===== config.mk =====
export PLATFORM = sky130hd
export DESIGN_NAME = sdadc_regio
export DESIGN_NICKNAME = d
export VERILOG_FILES = /design/src/rtl/sdadc_regio_pkg.sv /design/src/rtl/sdadc_tick_gen.sv /design/src/rtl/sdadc_bit_engine.sv /design/src/rtl/sdadc_rdy_watch.sv /design/src/rtl/sdadc_regio.sv
export SDC_FILE = /design/constraint.sdc
export NUM_CORES = 1
export LEC_CHECK = 0
export BUFFER_PORTS_ARGS = -buffer_cell sky130_fd_sc_hd__buf_2
export CORE_MARGIN = 4
export CORE_UTILIZATION = 50
export DETAILED_ROUTE_END_ITERATION = 7
export PLACE_DENSITY = 0.72
export SLEW_MARGIN = 25
export SYNTH_ARGS = -nofsm -noshare
export SYNTH_HDL_FRONTEND = slang
export SYNTH_SLANG_ARGS = --single-unit

===== constraint.sdc =====
create_clock -name clk -period 1.8 [get_ports clk]
set_input_delay 0.36 -clock clk [delete_from_list [all_inputs] [get_ports clk]]
set_output_delay 0.36 -clock clk [all_outputs]
set_load 0.1 [all_outputs]

===== src/rtl/sdadc_regio_pkg.sv =====
package sdadc_regio_pkg;

  typedef enum logic [1:0] {
    OP_READ   = 2'd0,
    OP_WRITE  = 2'd1,
    OP_IFRST  = 2'd2,
    OP_WAITRD = 2'd3
  } sd_op_e;

  typedef enum logic [2:0] {
    S_IDLE, S_WAIT, S_SETUP, S_XFER, S_GAP
  } sd_state_e;

  localparam logic [2:0] RESULT_ADDR = 3'd3;

  // bytes following the command byte for a given register address
  function automatic int unsigned reg_bytes(input logic [2:0] a, input int unsigned wide_b);
    case (a)
      3'd1, 3'd2:       return 2;
      3'd3, 3'd6, 3'd7: return wide_b;
      default:          return 1;
    endcase
  endfunction

  function automatic logic reg_writable(input logic [2:0] a);
    return (a == 3'd1) || (a == 3'd2) || (a == 3'd5) || (a == 3'd6) || (a == 3'd7);
  endfunction

  function automatic logic [7:0] cmd_byte(input logic rd, input logic [2:0] a);
    return {1'b0, rd, a, 3'b000};
  endfunction

endpackage


===== src/rtl/sdadc_tick_gen.sv =====
module sdadc_tick_gen #(
  parameter int DIV = 4
) (
  input  logic clk,
  input  logic rst_n,
  input  logic clr,
  output logic tick
);
  localparam int CW = (DIV > 2) ? $clog2(DIV) : 1;

  logic [CW-1:0] cnt_q, cnt_d;

  assign tick = (cnt_q == CW'(DIV - 1));

  always_comb begin
    cnt_d = cnt_q;
    if (clr || tick) cnt_d = '0;
    else             cnt_d = cnt_q + 1'b1;
  end

  always_ff @(posedge clk or negedge rst_n) begin
    if (!rst_n) cnt_q <= '0;
    else        cnt_q <= cnt_d;
  end

  generate
    if (DIV > 1) begin : g_gap
      AST_TICK_SPACED: assert property (@(posedge clk) disable iff (!rst_n)
        tick |=> !tick);
    end
  endgenerate
endmodule


===== src/rtl/sdadc_bit_engine.sv =====
module sdadc_bit_engine #(
  parameter int SH_W  = 32,
  parameter int RX_W  = 24,
  parameter int CNT_W = 6,
  parameter bit CPOL  = 1'b1,
  parameter bit CPHA  = 1'b1
) (
  input  logic             clk,
  input  logic             rst_n,
  input  logic             tick,
  input  logic             start,
  input  logic [SH_W-1:0]  load_tx,
  input  logic [CNT_W-1:0] load_bits,
  input  logic             force_one,
  input  logic             miso,
  output logic             busy,
  output logic             done,
  output logic             sclk,
  output logic             mosi,
  output logic [RX_W-1:0]  rx
);
  logic             act_q, act_d;
  logic             half_q, half_d;
  logic             frc_q, frc_d;
  logic             done_q, done_d;
  logic [CNT_W-1:0] cnt_q, cnt_d;
  logic [SH_W-1:0]  tx_q, tx_d;
  logic [RX_W-1:0]  rx_q, rx_d;

  // bit cell: first half then second half; the half0->half1 edge samples
  // for both phases, and the outbound bit changes at the cell boundary
  always_comb begin
    act_d  = act_q;
    half_d = half_q;
    frc_d  = frc_q;
    cnt_d  = cnt_q;
    tx_d   = tx_q;
    rx_d   = rx_q;
    done_d = 1'b0;
    if (start && !act_q) begin
      act_d  = 1'b1;
      half_d = 1'b0;
      frc_d  = force_one;
      cnt_d  = load_bits;
      tx_d   = load_tx;
      rx_d   = '0;
    end else if (act_q && tick) begin
      if (!half_q) begin
        half_d = 1'b1;
        rx_d   = {rx_q[RX_W-2:0], miso};
      end else begin
        half_d = 1'b0;
        tx_d   = tx_q << 1;
        cnt_d  = cnt_q - 1'b1;
        if (cnt_q == CNT_W'(1)) begin
          act_d  = 1'b0;
          done_d = 1'b1;
        end
      end
    end
  end

  always_ff @(posedge clk or negedge rst_n) begin
    if (!rst_n) begin
      act_q  <= 1'b0;
      half_q <= 1'b0;
      frc_q  <= 1'b0;
      done_q <= 1'b0;
      cnt_q  <= '0;
      tx_q   <= '0;
      rx_q   <= '0;
    end else begin
      act_q  <= act_d;
      half_q <= half_d;
      frc_q  <= frc_d;
      done_q <= done_d;
      cnt_q  <= cnt_d;
      tx_q   <= tx_d;
      rx_q   <= rx_d;
    end
  end

  assign busy = act_q;
  assign done = done_q;
  assign rx   = rx_q;
  assign sclk = act_q ? (CPOL ^ CPHA ^ half_q) : CPOL;
  assign mosi = act_q ? (frc_q | tx_q[SH_W-1]) : 1'b1;

  AST_NO_RESTART: assert property (@(posedge clk) disable iff (!rst_n)
    start |-> !act_q);
endmodule


===== src/rtl/sdadc_rdy_watch.sv =====
module sdadc_rdy_watch #(
  parameter int LIMIT = 100000
) (
  input  logic clk,
  input  logic rst_n,
  input  logic miso,
  input  logic arm,
  output logic fall,
  output logic expired
);
  localparam int TW = $clog2(LIMIT + 1);

  logic          s1_q, s2_q, prev_q;
  logic [TW-1:0] wcnt_q, wcnt_d;

  assign fall    = prev_q & ~s2_q;
  assign expired = arm && (wcnt_q == TW'(LIMIT - 1));

  always_comb begin
    wcnt_d = wcnt_q;
    if (!arm)         wcnt_d = '0;
    else if (!expired) wcnt_d = wcnt_q + 1'b1;
  end

  always_ff @(posedge clk or negedge rst_n) begin
    if (!rst_n) begin
      s1_q   <= 1'b1;
      s2_q   <= 1'b1;
      prev_q <= 1'b1;
      wcnt_q <= '0;
    end else begin
      s1_q   <= miso;
      s2_q   <= s1_q;
      prev_q <= s2_q;
      wcnt_q <= wcnt_d;
    end
  end
endmodule


===== src/rtl/sdadc_regio.sv =====
module sdadc_regio
  import sdadc_regio_pkg::*;
#(
  parameter int DATA_W     = 24,
  parameter int DIV        = 4,
  parameter bit CPOL       = 1'b1,
  parameter bit CPHA       = 1'b1,
  parameter int RST_BITS   = 32,
  parameter int WAIT_LIMIT = 100000
) (
  input  logic              clk,
  input  logic              rst_n,
  input  logic              req_valid,
  output logic              req_ready,
  input  logic [1:0]        req_op,
  input  logic [2:0]        req_addr,
  input  logic [DATA_W-1:0] req_wdata,
  output logic              resp_done,
  output logic              resp_err,
  output logic [DATA_W-1:0] resp_rdata,
  output logic              rdy_evt,
  output logic              spi_cs_n,
  output logic              spi_sclk,
  output logic              spi_mosi,
  input  logic              spi_miso
);
  localparam int DATA_B = DATA_W / 8;
  localparam int SH_W   = 8 + DATA_W;
  localparam int MAXB   = (SH_W > RST_BITS) ? SH_W : RST_BITS;
  localparam int CNT_W  = $clog2(MAXB + 1);
  localparam int NBW    = $clog2(DATA_B + 1);

  sd_state_e         st_q, st_d;
  sd_op_e            op_q, op_d;
  logic [2:0]        addr_q, addr_d;
  logic [NBW-1:0]    nb_q, nb_d;
  logic [DATA_W-1:0] wdata_q, wdata_d;
  logic [DATA_W-1:0] rdata_q, rdata_d;
  logic              done_q, done_d, err_q, err_d, rdy_q, rdy_d;

  logic              tick, accept, eng_start, eng_busy, eng_done;
  logic              rdy_fall, rdy_expired;
  logic [SH_W-1:0]   load_tx;
  logic [CNT_W-1:0]  load_bits;
  logic [DATA_W-1:0] eng_rx, rx_mask, wd_aligned;

  assign req_ready = (st_q == S_IDLE);
  assign accept    = req_valid && req_ready;
  assign eng_start = (st_q == S_SETUP) && tick;

  assign wd_aligned = (op_q == OP_WRITE) ? (wdata_q << (DATA_W - 8 * int'(nb_q))) : '0;
  assign load_tx    = {cmd_byte(op_q != OP_WRITE, addr_q), wd_aligned};
  assign load_bits  = (op_q == OP_IFRST) ? CNT_W'(RST_BITS) : CNT_W'(8 + 8 * int'(nb_q));
  assign rx_mask    = ~({DATA_W{1'b1}} << (8 * int'(nb_q)));

  sdadc_tick_gen #(.DIV(DIV)) u_tick (
    .clk(clk), .rst_n(rst_n), .clr(accept), .tick(tick)
  );

  sdadc_bit_engine #(
    .SH_W(SH_W), .RX_W(DATA_W), .CNT_W(CNT_W), .CPOL(CPOL), .CPHA(CPHA)
  ) u_eng (
    .clk(clk), .rst_n(rst_n), .tick(tick), .start(eng_start),
    .load_tx(load_tx), .load_bits(load_bits), .force_one(op_q == OP_IFRST),
    .miso(spi_miso), .busy(eng_busy), .done(eng_done),
    .sclk(spi_sclk), .mosi(spi_mosi), .rx(eng_rx)
  );

  sdadc_rdy_watch #(.LIMIT(WAIT_LIMIT)) u_rdy (
    .clk(clk), .rst_n(rst_n), .miso(spi_miso), .arm(st_q == S_WAIT),
    .fall(rdy_fall), .expired(rdy_expired)
  );

  always_comb begin
    st_d    = st_q;
    op_d    = op_q;
    addr_d  = addr_q;
    nb_d    = nb_q;
    wdata_d = wdata_q;
    rdata_d = rdata_q;
    done_d  = 1'b0;
    err_d   = 1'b0;
    rdy_d   = 1'b0;
    unique case (st_q)
      S_IDLE: if (accept) begin
        if (sd_op_e'(req_op) == OP_WRITE && !reg_writable(req_addr)) begin
          err_d = 1'b1;
        end else if (sd_op_e'(req_op) == OP_WAITRD) begin
          op_d   = OP_READ;
          addr_d = RESULT_ADDR;
          nb_d   = NBW'(DATA_B);
          st_d   = S_WAIT;
        end else begin
          op_d    = sd_op_e'(req_op);
          addr_d  = req_addr;
          nb_d    = NBW'(reg_bytes(req_addr, DATA_B));
          wdata_d = req_wdata;
          st_d    = S_SETUP;
        end
      end
      S_WAIT: begin
        if (rdy_fall) begin
          rdy_d = 1'b1;
          st_d  = S_SETUP;
        end else if (rdy_expired) begin
          err_d = 1'b1;
          st_d  = S_GAP;
        end
      end
      S_SETUP: if (tick) st_d = S_XFER;
      S_XFER: if (eng_done) begin
        done_d = 1'b1;
        if (op_q == OP_READ) rdata_d = eng_rx & rx_mask;
        st_d = S_GAP;
      end
      S_GAP: if (tick) st_d = S_IDLE;
      default: st_d = S_IDLE;
    endcase
  end

  always_ff @(posedge clk or negedge rst_n) begin
    if (!rst_n) begin
      st_q    <= S_IDLE;
      op_q    <= OP_READ;
      addr_q  <= '0;
      nb_q    <= '0;
      wdata_q <= '0;
      rdata_q <= '0;
      done_q  <= 1'b0;
      err_q   <= 1'b0;
      rdy_q   <= 1'b0;
    end else begin
      st_q    <= st_d;
      op_q    <= op_d;
      addr_q  <= addr_d;
      nb_q    <= nb_d;
      wdata_q <= wdata_d;
      rdata_q <= rdata_d;
      done_q  <= done_d;
      err_q   <= err_d;
      rdy_q   <= rdy_d;
    end
  end

  assign spi_cs_n   = (st_q == S_IDLE) || (st_q == S_GAP);
  assign resp_done  = done_q;
  assign resp_err   = err_q;
  assign resp_rdata = rdata_q;
  assign rdy_evt    = rdy_q;

  AST_SCLK_IDLE: assert property (@(posedge clk) disable iff (!rst_n)
    spi_cs_n |-> (spi_sclk == CPOL));
  AST_READY_HELD: assert property (@(posedge clk) disable iff (!rst_n)
    !spi_cs_n |-> !req_ready);
  AST_RESP_EXCL: assert property (@(posedge clk) disable iff (!rst_n)
    !(resp_done && resp_err));
  AST_CMD_LEAD_ZERO: assert property (@(posedge clk) disable iff (!rst_n)
    (eng_busy && !$past(eng_busy) && op_q != OP_IFRST) |-> !spi_mosi);
  AST_RST_ONES: assert property (@(posedge clk) disable iff (!rst_n)
    (eng_busy && op_q == OP_IFRST) |-> spi_mosi);
  AST_RDY_IN_WINDOW: assert property (@(posedge clk) disable iff (!rst_n)
    rdy_evt |-> !spi_cs_n);
  AST_ERR_BUS_QUIET: assert property (@(posedge clk) disable iff (!rst_n)
    resp_err |-> (spi_cs_n && !eng_busy));
endmodule


==> results of run 1 <==
-- stage by stage --
stage	area (um^2)	power, W	util
3_3_place_gp	7710	0.00881	0.580
2_1_floorplan	6860	0.00752	-
4_1_cts	8340	0.0125	0.628
6_report	8850	0.0131	0.666
3_5_place_dp	7710	0.00895	0.580
5_1_grt	8850	0.0137	0.666
-- how the worst max path moves through the flow --
stage,start,endpoint,slack (ns)
2_1_floorplan,st_q[0],wdata_q[10],-0.08
3_3_place_gp,req_addr[0],wdata_q[23],-0.05
3_5_place_dp,req_addr[0],wdata_q[4],-0.15
4_1_cts,st_q[0],req_ready,-0.08
5_1_grt,st_q[0],wdata_q[21],-0.13
6_report,st_q[0],wdata_q[12],-0.08
-- cell usage after synthesis, drive strengths merged (3+ instances only) --
cell,n
or3,10
a21oi,20
nand4,5
xor2,7
nor3,4
o21ai,70
and2,6
mux2,24
nor2,33
and4,3
mux2i,30
clkbuf,30
nand2,105
nand2b,14
nor4bb,4
nand3,4
nand3b,6
dfstp,3
a22oi,8
buf,8
inv,12
nor3b,4
o22a,4
a22o,25
o221ai,9
and3,4
ha,10
dfrtp,146
nor4b,4
nor4,4
-- flip-flops by register name, indices dropped and copies added, names as in the netlist, 2 cells and up --
| register | flops |
|---|---|
| u_tick.cnt_q | 2 |
| u_eng.rx | 24 |
| u_rdy.wcnt_q | 17 |
| wdata_q | 24 |
| addr_q | 3 |
| op_q | 2 |
| nb_q | 2 |
| u_eng.tx_q | 32 |
| st_q | 3 |
| resp_rdata | 24 |
| u_eng.cnt_q | 6 |
-- logic make-up (layout without fill, tap and decap cells) --
kind of cell / count (synthesis) / count (layout) / share of synthesized area
AO/OA/AOI/OAI: 151 / 153 / 0.143
XOR/XNOR: 7 / 7 / 0.00898
adder cells (fa/ha/maj): 10 / 10 / 0.0183
buffers and inverters: 51 / 174 / 0.0328
flip-flops: 149 / 149 / 0.547
multiplexers: 54 / 54 / 0.0929
AND/OR/NAND/NOR: 215 / 215 / 0.158
-- placed cells by master, fill, tap and decap left out, types with 5 or more instances in the layout --
cell / Yosys / final
sky130_fd_sc_hd__ha_1: 10 / 10
sky130_fd_sc_hd__nand3b_1: 6 / 6
sky130_fd_sc_hd__o221ai_2: 0 / 6
sky130_fd_sc_hd__nand4_1: 5 / 5
sky130_fd_sc_hd__nor2_1: 33 / 32
sky130_fd_sc_hd__o21ai_0: 67 / 44
sky130_fd_sc_hd__or3_1: 10 / 9
sky130_fd_sc_hd__xor2_1: 7 / 7
sky130_fd_sc_hd__mux2i_1: 30 / 30
sky130_fd_sc_hd__nand2b_1: 14 / 14
sky130_fd_sc_hd__mux2_2: 7 / 7
sky130_fd_sc_hd__buf_12: 0 / 15
sky130_fd_sc_hd__buf_2: 2 / 58
sky130_fd_sc_hd__inv_1: 12 / 12
sky130_fd_sc_hd__o21ai_1: 2 / 24
sky130_fd_sc_hd__clkinvlp_4: 0 / 6
sky130_fd_sc_hd__a22oi_1: 8 / 8
sky130_fd_sc_hd__and2_1: 6 / 5
sky130_fd_sc_hd__mux2_4: 17 / 17
sky130_fd_sc_hd__a22o_1: 25 / 25
sky130_fd_sc_hd__clkbuf_16: 0 / 27
sky130_fd_sc_hd__nand2_1: 105 / 103
sky130_fd_sc_hd__buf_6: 3 / 11
sky130_fd_sc_hd__buf_4: 2 / 30
sky130_fd_sc_hd__dfrtp_1: 146 / 144
sky130_fd_sc_hd__a21oi_1: 20 / 18
-- critical path: stages, from the launching register on --
cell                      delay [ns]
sky130_fd_sc_hd__dfrtp_2        0.42
sky130_fd_sc_hd__buf_6          0.12
sky130_fd_sc_hd__nor4b_4        0.36
sky130_fd_sc_hd__o21ai_2        0.11
sky130_fd_sc_hd__or2_4          0.29
sky130_fd_sc_hd__buf_12         0.17
sky130_fd_sc_hd__mux2_4         0.30
-- power by group through the flow --
stage	Clock [W]	Combinational, W	Sequential (W)
after floorplan	0	0.00290	0.00462
after global placement	0	0.00403	0.00479
after detailed placement	0	0.00415	0.00481
after CTS	0.00336	0.00435	0.00474
after global routing	0.00351	0.00531	0.00488
final	0.00333	0.00495	0.00479
-- metal layers --
metal,vias to the layer above,track usage
met5,-,0
met4,0,0.0784
met3,27,0.0476
met2,178,0.310
met1,2715,0.255
li1,2503,-
-- what timing repair did --
action,in CTS,in global routing
gates cloned,0,18
pin swaps,3,6
hold buffers,1,0
gates resized for setup,10,56
setup endpoints to repair,20,89
endpoints found under the hold margin,29,0
setup buffers,6,3
-- layout make-up --
class / instances / area, um^2 / area share
multi-input cells: 439 / 3040 / 0.344
clock inverters: 11 / 106 / 0.0120
clock buffers: 21 / 440 / 0.0497
well taps: 176 / 220 / 0.0249
flip-flops and latches: 149 / 3730 / 0.422
inverters: 13 / 48.8 / 0.00551
repair buffers: 129 / 1260 / 0.142
==> metrics.csv, run 1 <==
metric;value;unit
startpoint class of the critical path;flip-flop;
pwr/cell area;1480;nW/um^2
failing checks;setup timing;
TritonCTS clock tree;built;
Final Hold Viols;0;
number of antenna-violating nets in the routed design;0;
share of synthesized area occupied by flip-flops and latches;0.547;
leakage dissipation;4.04;nW
Least-Margin Pin Slew;0.506;ns
number of distinct standard cells referenced by the synthesized netlist;55;
Routed met2 length;8460;um
detailed-route wire length;17100;um
endpoint of the worst hold-timing path;u_rdy.s1_q;
Hold Path Origin;spi_miso;
clock share of power;0.255;
Sw Pwr;0.00471;W
# fillers;989;
# IOs;64;
TritonCTS Sinks;149;
category of the most critical setup path;flip-flop to flip-flop;
sum of overflow across all layers after global routing;0;
routed metal-1 wire length;7250;um
capture point of the worst reg-to-reg path;wdata_q[12];
minimum clock period;1.88;ns
initial DRC count;536;
total of max-cap violations;0;
Pre-Repair DR Iteration Count;6;
TritonCTS Buffers;17;
Mapped Avg Cell Area;10.7;um^2
pin count of the biggest net entering global routing;52;
worst setup slack after placement;-0.150;ns
async set-or-reset flop fraction in the synthesized netlist;1.00;
worst clock skew;0.0115;ns
Yosys warning total;0;
met3 WL post-DR;1040;um
vertical extent of the die;125;um
reg-to-reg startpoint;st_q[0];
Max rail drop VDD;0.00101;V
final HPWL from detailed placement;10100;um
summed instance area of the synthesized netlist;6830;um^2
routed wirelength normalized by instance count;18.2;um
Initial Util;0.514;
Yosys reg bits;149;
total placed cells including tap cells;878;
ratio of final minimum period to clock period;1.04;
f_max;533;MHz
largest buffer count on any clock path;2;
largest cells by area after synthesis;sky130_fd_sc_hd__dfrtp_1 (54%), sky130_fd_sc_hd__nand2_1 (5.8%), sky130_fd_sc_hd__o21ai_0 (4.9%), sky130_fd_sc_hd__mux2i_1 (4.4%), sky130_fd_sc_hd__mux2_4 (3.7%);
ratio of cells with drive above 1 in the final layout;0.281;
core region area;13300;um^2
final setup vio count;26;
sw frac;0.361;
Syn Nets;680;
crit end category;flip-flop;
DRC violations left;0;
length in cells of the worst reg-to-reg path;6;
r2r setup slk;-0.08;ns
total negative slack;-1.33;ns
prevailing post-synth register cell;sky130_fd_sc_hd__dfrtp_1;
final std cells w/o fill;938;
result of the run;finished, violations left;
CTS clk-pin slew, worst paths;0.06;ns
clock root buffer;sky130_fd_sc_hd__clkbuf_16;
RD Place Congestion;0.875;
Post-Synthesis Cells;637;
IO Port Bufs;63;
critical path data arrival time;2.19;ns
share of the synthesized area in the top cell type;0.535;
required time of the critical path;2.12;ns
number of stages on the worst hold path;1;
total number of placement rows;42;
first-pass GRT wire length;24900;um
top sig layer;met4;
vias post-DR;5423;
library cell occupying the most area in the post-synthesis netlist;sky130_fd_sc_hd__dfrtp_1;
classification of the worst-slack hold path;input port to flip-flop;
Clock Latency Late Sink;0.43;ns
via density per instance;5.78;
number of synthesized flops with an enable pin;0;
Layout Area Growth over Synthesis;29.7;%
unrepaired setup endpoints after global routing;yes;
final critical-path setup slack;-0.0760;ns
internal power contribution;0.00835;W
net count reported at finish;792;
initial antenna violation count;0;
GR Util All Layers;0.194;
via count of the first global-routing pass;5088;
DIE WIDTH;125;um
fraction of power consumed by sequential logic;0.367;
hold slack final;0.0413;ns
logic gate share of total power;0.379;
relative slew slack;0.665;
CTS H-Tree Depth;4;
floorplan die area;15600;um^2
number of antenna diodes;0;
largest fanout on the critical path;12;
total count of max-transition violations in the final report;0;
Note: power is estimated with default switching activity, not from simulation.
==> run 2: changes to the inputs <==
ABC_AREA = 1   (was default)
==> run 2 against run 1 <==
The flow now finishes without violations. Worst hold slack gained 0.0072 ns. Sequential power down 5.0%. Critical path depth down 2. Core utilization down 5.8 points. Non-clock buffer count decreased by 40. Synthesized cell count rose by 30%. Design area fell by 5.1%. Clock skew fell by 0.0033 ns. Global-route usage grew 1.1 points. Critical endpoint is now req_ready.
==> metrics.csv, run 2 <==
metric;value;unit;change
Post-Synthesis Cells;831;;+30%
reg-to-reg startpoint;u_tick.cnt_q[0];;
worst clock skew;0.00816;ns;-0.00333 ns
most frequent cell after synthesis;sky130_fd_sc_hd__nand2_1;;
clock root buffer;sky130_fd_sc_hd__clkbuf_16;;
final HPWL from detailed placement;10500;um;+4.3%
Pre-Repair DR Iteration Count;5;;-1
largest cells by area after synthesis;sky130_fd_sc_hd__dfrtp_1 (52%), sky130_fd_sc_hd__nand2_1 (11%), sky130_fd_sc_hd__inv_1 (6.1%), sky130_fd_sc_hd__nand3_1 (5.7%), sky130_fd_sc_hd__o21ai_0 (5.1%);;
Sw Pwr;0.00452;W;-4.1%
crit path max-delay cell type;sky130_fd_sc_hd__dfrtp_2;;
largest fanout on the critical path;4;;-8
number of synthesized flops with an enable pin;0;;unchanged
vertical extent of the die;127;um;+1.4%
Commonest cells post-synth;sky130_fd_sc_hd__nand2_1 (198), sky130_fd_sc_hd__dfrtp_1 (146), sky130_fd_sc_hd__inv_1 (115);;
detailed-route wire length;15600;um;-8.7%
leakage dissipation;4.04;nW;about the same
Hold Path Origin;spi_miso;;
via density per instance;5.23;;-9.6%
number of antenna diodes;0;;unchanged
top cell family by delay on the critical path;flip-flops;;
unrepaired setup endpoints after global routing;no;;
number of distinct standard cells referenced by the synthesized netlist;42;;-24%
ratio of final minimum period to clock period;0.966;;-0.0761
max reg flops;32;;unchanged
Yosys warning total;0;;unchanged
core region area;13800;um^2;+4.0%
IO Port Bufs;63;;unchanged
TritonCTS Buffers;17;;unchanged
total count of max-transition violations in the final report;0;;unchanged
category of the most critical setup path;flip-flop to output port;;
routed wirelength normalized by instance count;14.2;um;-22%
post-layout power;0.0123;W;-5.5%
TritonCTS clock tree;built;;
launch point of the worst path;st_q[0];;
critical path data arrival time;1.38;ns;-0.81 ns
TritonCTS Sinks;149;;unchanged
prevailing post-synth register cell;sky130_fd_sc_hd__dfrtp_1;;
startpoint class of the critical path;flip-flop;;
relative slew slack;0.638;;-0.0271
Initial Util;0.509;;-0.00455
Syn Nets;874;;+29%
logic gate share of total power;0.325;;-0.054
library cell occupying the most area in the post-synthesis netlist;sky130_fd_sc_hd__dfrtp_1;;
CTS H-Tree Depth;4;;unchanged
DRC violations left;0;;unchanged
largest buffer count on any clock path;2;;unchanged
Clock Latency Late Sink;0.42;ns;about the same
highest-count cells in the layout ignoring fill and taps;sky130_fd_sc_hd__nand2_1 (197), sky130_fd_sc_hd__dfrtp_1 (144), sky130_fd_sc_hd__inv_1 (114), sky130_fd_sc_hd__nand3_1 (80), sky130_fd_sc_hd__o21ai_0 (72);;
classification of the worst-slack hold path;input port to flip-flop;;
Layout Area Growth over Synthesis;19.4;%;
Mapped Avg Cell Area;8.47;um^2;-21%
floorplan die area;16000;um^2;+2.9%
final setup vio count;0;;-100%
total number of placement rows;43;;+2.4%
number of buffer and inverter instances along the worst setup path;2;;unchanged
# IOs;64;;unchanged
initial DRC count;476;;-11%
f_max;575;MHz;+7.9%
Final Hold Viols;0;;unchanged
pin count of the biggest net entering global routing;54;;+3.8%
Yosys reg bits;149;;unchanged
most common library cell in the layout ignoring fill and taps;sky130_fd_sc_hd__nand2_1;;
total negative slack;0;ns;+1.33 ns
sum of overflow across all layers after global routing;0;;unchanged
delay of the slowest cell on the worst path;0.44;ns;+0.02 ns
clock share of power;0.306;;+0.051
summed instance area of the synthesized netlist;7040;um^2;+3.1%
RD Place Congestion;0.862;;-1.6%
internal power contribution;0.00782;W;-6.3%
share of synthesized area occupied by flip-flops and latches;0.530;;-0.0163
via count of the first global-routing pass;5595;;+10%
first-pass GRT wire length;26700;um;+7.4%
Least-Margin Pin Slew;0.543;ns;+0.0371 ns
number of antenna-violating nets in the routed design;0;;unchanged
ratio of cells with drive above 1 in the final layout;0.157;;-0.124
CTS clk-pin slew, worst paths;0.06;ns;about the same
total of max-cap violations;0;;unchanged
net count reported at finish;950;;+20%
vias post-DR;5750;;+6.0%
required time of the critical path;1.44;ns;-0.68 ns
critical-path cell list;nor2_4, nand2_4, inv_12, buf_12;;
sw frac;0.366;;+0.00537
crit end category;output port;;
initial antenna violation count;0;;unchanged
GR Util All Layers;0.205;;+0.0114
DIE WIDTH;127;um;+1.4%
Max rail drop VDD;0.000776;V;-23%
minimum clock period;1.74;ns;-0.137 ns
pwr/cell area;1470;nW/um^2;-0.49%
Reg with most FFs;u_eng.tx_q;;
async set-or-reset flop fraction in the synthesized netlist;1.00;;unchanged
share of the synthesized area in the top cell type;0.519;;-0.0160
fraction of power consumed by sequential logic;0.369;;+0.002
result of the run;finished, final reports clean;;
run 2: timing repair:
item | CTS | global route
setup buffers | 1 | 0
endpoints found under the hold margin | 20 | 0
resized for setup | 5 | 2
endpoints found under the setup margin | 4 | 5
pin swaps | 0 | 1
hold buffers | 1 | 0
run 2: cells by family after synthesis:
group                    synth area share
flip-flops                          0.530
adder cells (fa/ha/maj)            0.0178
AO/OA/AOI/OAI                       0.130
XOR/XNOR                           0.0112
AND/OR/NAND/NOR                     0.220
buffers and inverters              0.0900
run 2: worst paths after layout:
kind | endpoint | slack (ns) | cells after the start
max | req_ready | 0.06 | 4
min | u_rdy.s1_q | 0.05 | 1
max reg2reg | u_eng.tx_q[21] | 0.16 | 8
min reg2reg | u_rdy.s2_q | 0.35 | 0
max in group asynchronous | u_eng.tx_q[7] | 0.79 | 3
min in group asynchronous | resp_rdata[17] | 0.35 | 2
run 2: stage by stage:
step | utilization | cell area (um^2) | worst slack, ns | hold slack [ns] | cells
after floorplan | - | 7080 | -0.102 | 0.0644 | 831
after global placement | 0.560 | 7740 | 0.0741 | 0.231 | 1066
after detailed placement | 0.560 | 7740 | 0.0151 | 0.233 | 1066
after CTS | 0.607 | 8400 | 0.0225 | 0.0418 | 1100
after global routing | 0.608 | 8410 | 0.000212 | 0.0304 | 1100
final | 0.608 | 8410 | 0.0610 | 0.0485 | 1100
run 2: power groups by stage:
stage | registers [W] | logic (W) | clock network, W
detailed placement | 0.00462 | 0.00392 | 0
global placement | 0.00460 | 0.00387 | 0
finish | 0.00455 | 0.00402 | 0.00377
global route | 0.00465 | 0.00446 | 0.00397
floorplan | 0.00452 | 0.00290 | 0
CTS | 0.00455 | 0.00404 | 0.00381
run 2: area by class of cell:
class                           count  area, um^2
Sequential cell                   149        3730
Timing Repair Buffer               89         658
Multi-Input combinational cell    530        2700
Inverter                          120         463
Fill cell                        1173        5420
Clock inverter                      8         146
Clock buffer                       24         482
Tap cell                          180         225
run 2: per-layer routing:
layer / up-vias / global-route usage / part of all wire
li1: 2859 / - / -
met1: 2724 / 0.274 / 0.44
met2: 152 / 0.337 / 0.49
met3: 15 / 0.0522 / 0.054
met4: 0 / 0.0524 / 0.011
met5: - / 0 / 0
==> run 3: changes to the inputs <==
REMOVE_ABC_BUFFERS = 1   (was default)
==> run 3 against run 2 <==
Sequential share of layout area barely moved. Register-to-register slack got worse by 0.04 ns. Combinational power rose by 2%. Clock skew rose by 0.0036 ns. Largest power group unchanged. Clock power fell by 5.8%. Sequential cell count did not move. Via count rose by 1.1%. Fmax fell by 0.65%. Critical endpoint unchanged.
==> metrics.csv, run 3 (synthesized netlist as in run 2, its figures left out) <==
metric;value;unit;change
minimum clock period;1.75;ns;+0.0114 ns
Reg with most FFs;u_eng.tx_q;;
reg-to-reg startpoint;st_q[0];;
via count of the first global-routing pass;5576;;-0.34%
Clock Latency Late Sink;0.43;ns;about the same
total negative slack;0;ns;unchanged
Initial Util;0.509;;unchanged
first-pass GRT wire length;27100;um;+1.6%
category of the most critical setup path;flip-flop to output port;;
initial antenna violation count;0;;unchanged
Max rail drop VDD;0.000844;V;+8.8%
# fillers;1165;;-0.68%
relative slew slack;0.668;;+0.0298
most common library cell in the layout ignoring fill and taps;sky130_fd_sc_hd__nand2_1;;
final HPWL from detailed placement;11100;um;+5.3%
total number of placement rows;43;;unchanged
total of max-cap violations;0;;unchanged
# IOs;64;;unchanged
routed wirelength normalized by instance count;14.5;um;+2.5%
floorplan die area;16000;um^2;unchanged
highest-count cells in the layout ignoring fill and taps;sky130_fd_sc_hd__nand2_1 (196), sky130_fd_sc_hd__dfrtp_1 (145), sky130_fd_sc_hd__inv_1 (114), sky130_fd_sc_hd__nand3_1 (79), sky130_fd_sc_hd__o21ai_0 (72);;
CTS H-Tree Depth;4;;unchanged
largest buffer count on any clock path;2;;unchanged
GR Util All Layers;0.210;;+0.00500
worst setup slack after placement;0.0812;ns;+0.0660 ns
number of stages on the worst hold path;1;;unchanged
TritonCTS clock tree;built;;
detailed-route wire length;16000;um;+3.1%
worst clock skew;0.0118;ns;+0.00365 ns
ratio of cells with drive above 1 in the final layout;0.166;;+0.00978
required time of the critical path;1.44;ns;about the same
CTS clk-pin slew, worst paths;0.06;ns;about the same
crit path max-delay cell type;sky130_fd_sc_hd__dfrtp_1;;
RD Place Congestion;0.861;;about the same
Final Hold Viols;0;;unchanged
DRC violations left;0;;unchanged
sum of overflow across all layers after global routing;0;;unchanged
final critical-path setup slack;0.0497;ns;-0.0114 ns
clock root buffer;sky130_fd_sc_hd__clkbuf_16;;
initial DRC count;461;;-3.2%
startpoint class of the critical path;flip-flop;;
pin count of the biggest net entering global routing;69;;+28%
leakage dissipation;4.07;nW;+0.77%
r2r setup slk;0.12;ns;-0.04 ns
result of the run;finished, final reports clean;;
largest fanout on the critical path;4;;unchanged
Least-Margin Pin Slew;0.502;ns;-0.0413 ns
number of antenna diodes;0;;unchanged
critical-path cell list;nor2_2, nand2_2, inv_4, buf_12;;
via density per instance;5.26;;+0.56%
Pre-Repair DR Iteration Count;5;;unchanged
TritonCTS Buffers;17;;unchanged
max reg flops;32;;unchanged
f_max;571;MHz;-0.65%
core region area;13800;um^2;unchanged
final std cells w/o fill;1106;;+0.55%
DIE WIDTH;127;um;unchanged
Layout Area Growth over Synthesis;19.5;%;about the same
TritonCTS Sinks;149;;unchanged
IO Port Bufs;63;;unchanged
endpoint of the worst hold-timing path;u_rdy.s1_q;;
crit end category;output port;;
delay of the slowest cell on the worst path;0.43;ns;about the same
net count reported at finish;958;;+0.84%
final setup vio count;0;;unchanged
number of antenna-violating nets in the routed design;0;;unchanged
unrepaired setup endpoints after global routing;yes;;
number of buffer and inverter instances along the worst setup path;2;;unchanged
vertical extent of the die;127;um;unchanged
length in cells of the worst reg-to-reg path;7;;-1
total placed cells including tap cells;1074;;+0.75%
top cell family by delay on the critical path;flip-flops;;
Hold Path Origin;spi_miso;;
vias post-DR;5814;;+1.1%
capture point of the worst reg-to-reg path;u_eng.tx_q[13];;
total count of max-transition violations in the final report;0;;unchanged
critical path data arrival time;1.39;ns;about the same
pwr/cell area;1450;nW/um^2;-0.93%
ratio of final minimum period to clock period;0.972;;+0.00631
classification of the worst-slack hold path;input port to flip-flop;;
==> run 3: changes by cell type in the layout (fill, tap and decap cells not counted), moves of 2 or more <==
cell,change
sky130_fd_sc_hd__clkinv_2,+3
sky130_fd_sc_hd__buf_4,+8
sky130_fd_sc_hd__nand2_2,+2
sky130_fd_sc_hd__clkbuf_1,-3
==> run 3: where the power goes <==
part           switching [W]  total [W]  internal (W)
Sequential          0.000492    0.00456       0.00407
Combinational        0.00272    0.00412       0.00140
Clock                0.00133    0.00355       0.00222
Total                0.00454     0.0122       0.00769
==> run 3: worst register-to-register path, cell delays in order (launching register included) <==
cell	delay [ns]
sky130_fd_sc_hd__dfrtp_1	0.43
sky130_fd_sc_hd__inv_2	0.12
sky130_fd_sc_hd__nand3_4	0.13
sky130_fd_sc_hd__nor3_4	0.39
sky130_fd_sc_hd__buf_4	0.27
sky130_fd_sc_hd__nand2_1	0.07
sky130_fd_sc_hd__o211ai_1	0.09
sky130_fd_sc_hd__nand2_1	0.07
==> run 3: repair_timing <==
action,in CTS,in global routing
resized for setup,3,5
pin swaps,0,1
endpoints found under the hold margin,11,0
setup endpoints to repair,2,20
hold buffers,1,0
setup buffers,1,0
==> run 3: through the flow <==
stage               total power [W]  hold slack (ns)  instance area, um^2  utilization
global route                 0.0130           0.0562                 8410        0.608
finish                       0.0122           0.0734                 8410        0.608
CTS                          0.0123           0.0551                 8400        0.607
detailed placement          0.00864            0.196                 7790        0.563
global placement            0.00857            0.195                 7790        0.563
floorplan                   0.00717           0.0644                 6860            -
==> run 3: area by class of cell <==
class	count	area [um^2]	share of cell area
inverter	120	453	0.0538
tap	180	225	0.0268
clock inverter	10	131	0.0156
clock buffer	20	457	0.0543
sequential	149	3730	0.444
multi-input combinational	530	2690	0.319
timing repair buffer	97	727	0.0864
==> run 3: routing by layer <==
| metal | track usage | wire, um | vias to the layer above |
|---|---|---|---|
| li1 | - | - | 2869 |
| met1 | 0.297 | 7360 | 2766 |
| met2 | 0.328 | 7750 | 162 |
| met3 | 0.0438 | 736 | 17 |
| met4 | 0.0675 | 196 | 0 |
| met5 | 0 | 0 | - |
==> run 3: worst max-delay path by stage <==
| stage | start | end | depth (start not counted) |
|---|---|---|---|
| floorplan | st_q[1] | nb_q[1] | 6 |
| global placement | u_tick.cnt_q[0] | u_eng.tx_q[15] | 7 |
| detailed placement | u_tick.cnt_q[0] | u_eng.tx_q[15] | 7 |
| CTS | st_q[0] | req_ready | 4 |
| global route | st_q[0] | req_ready | 4 |
| finish | st_q[0] | req_ready | 4 |
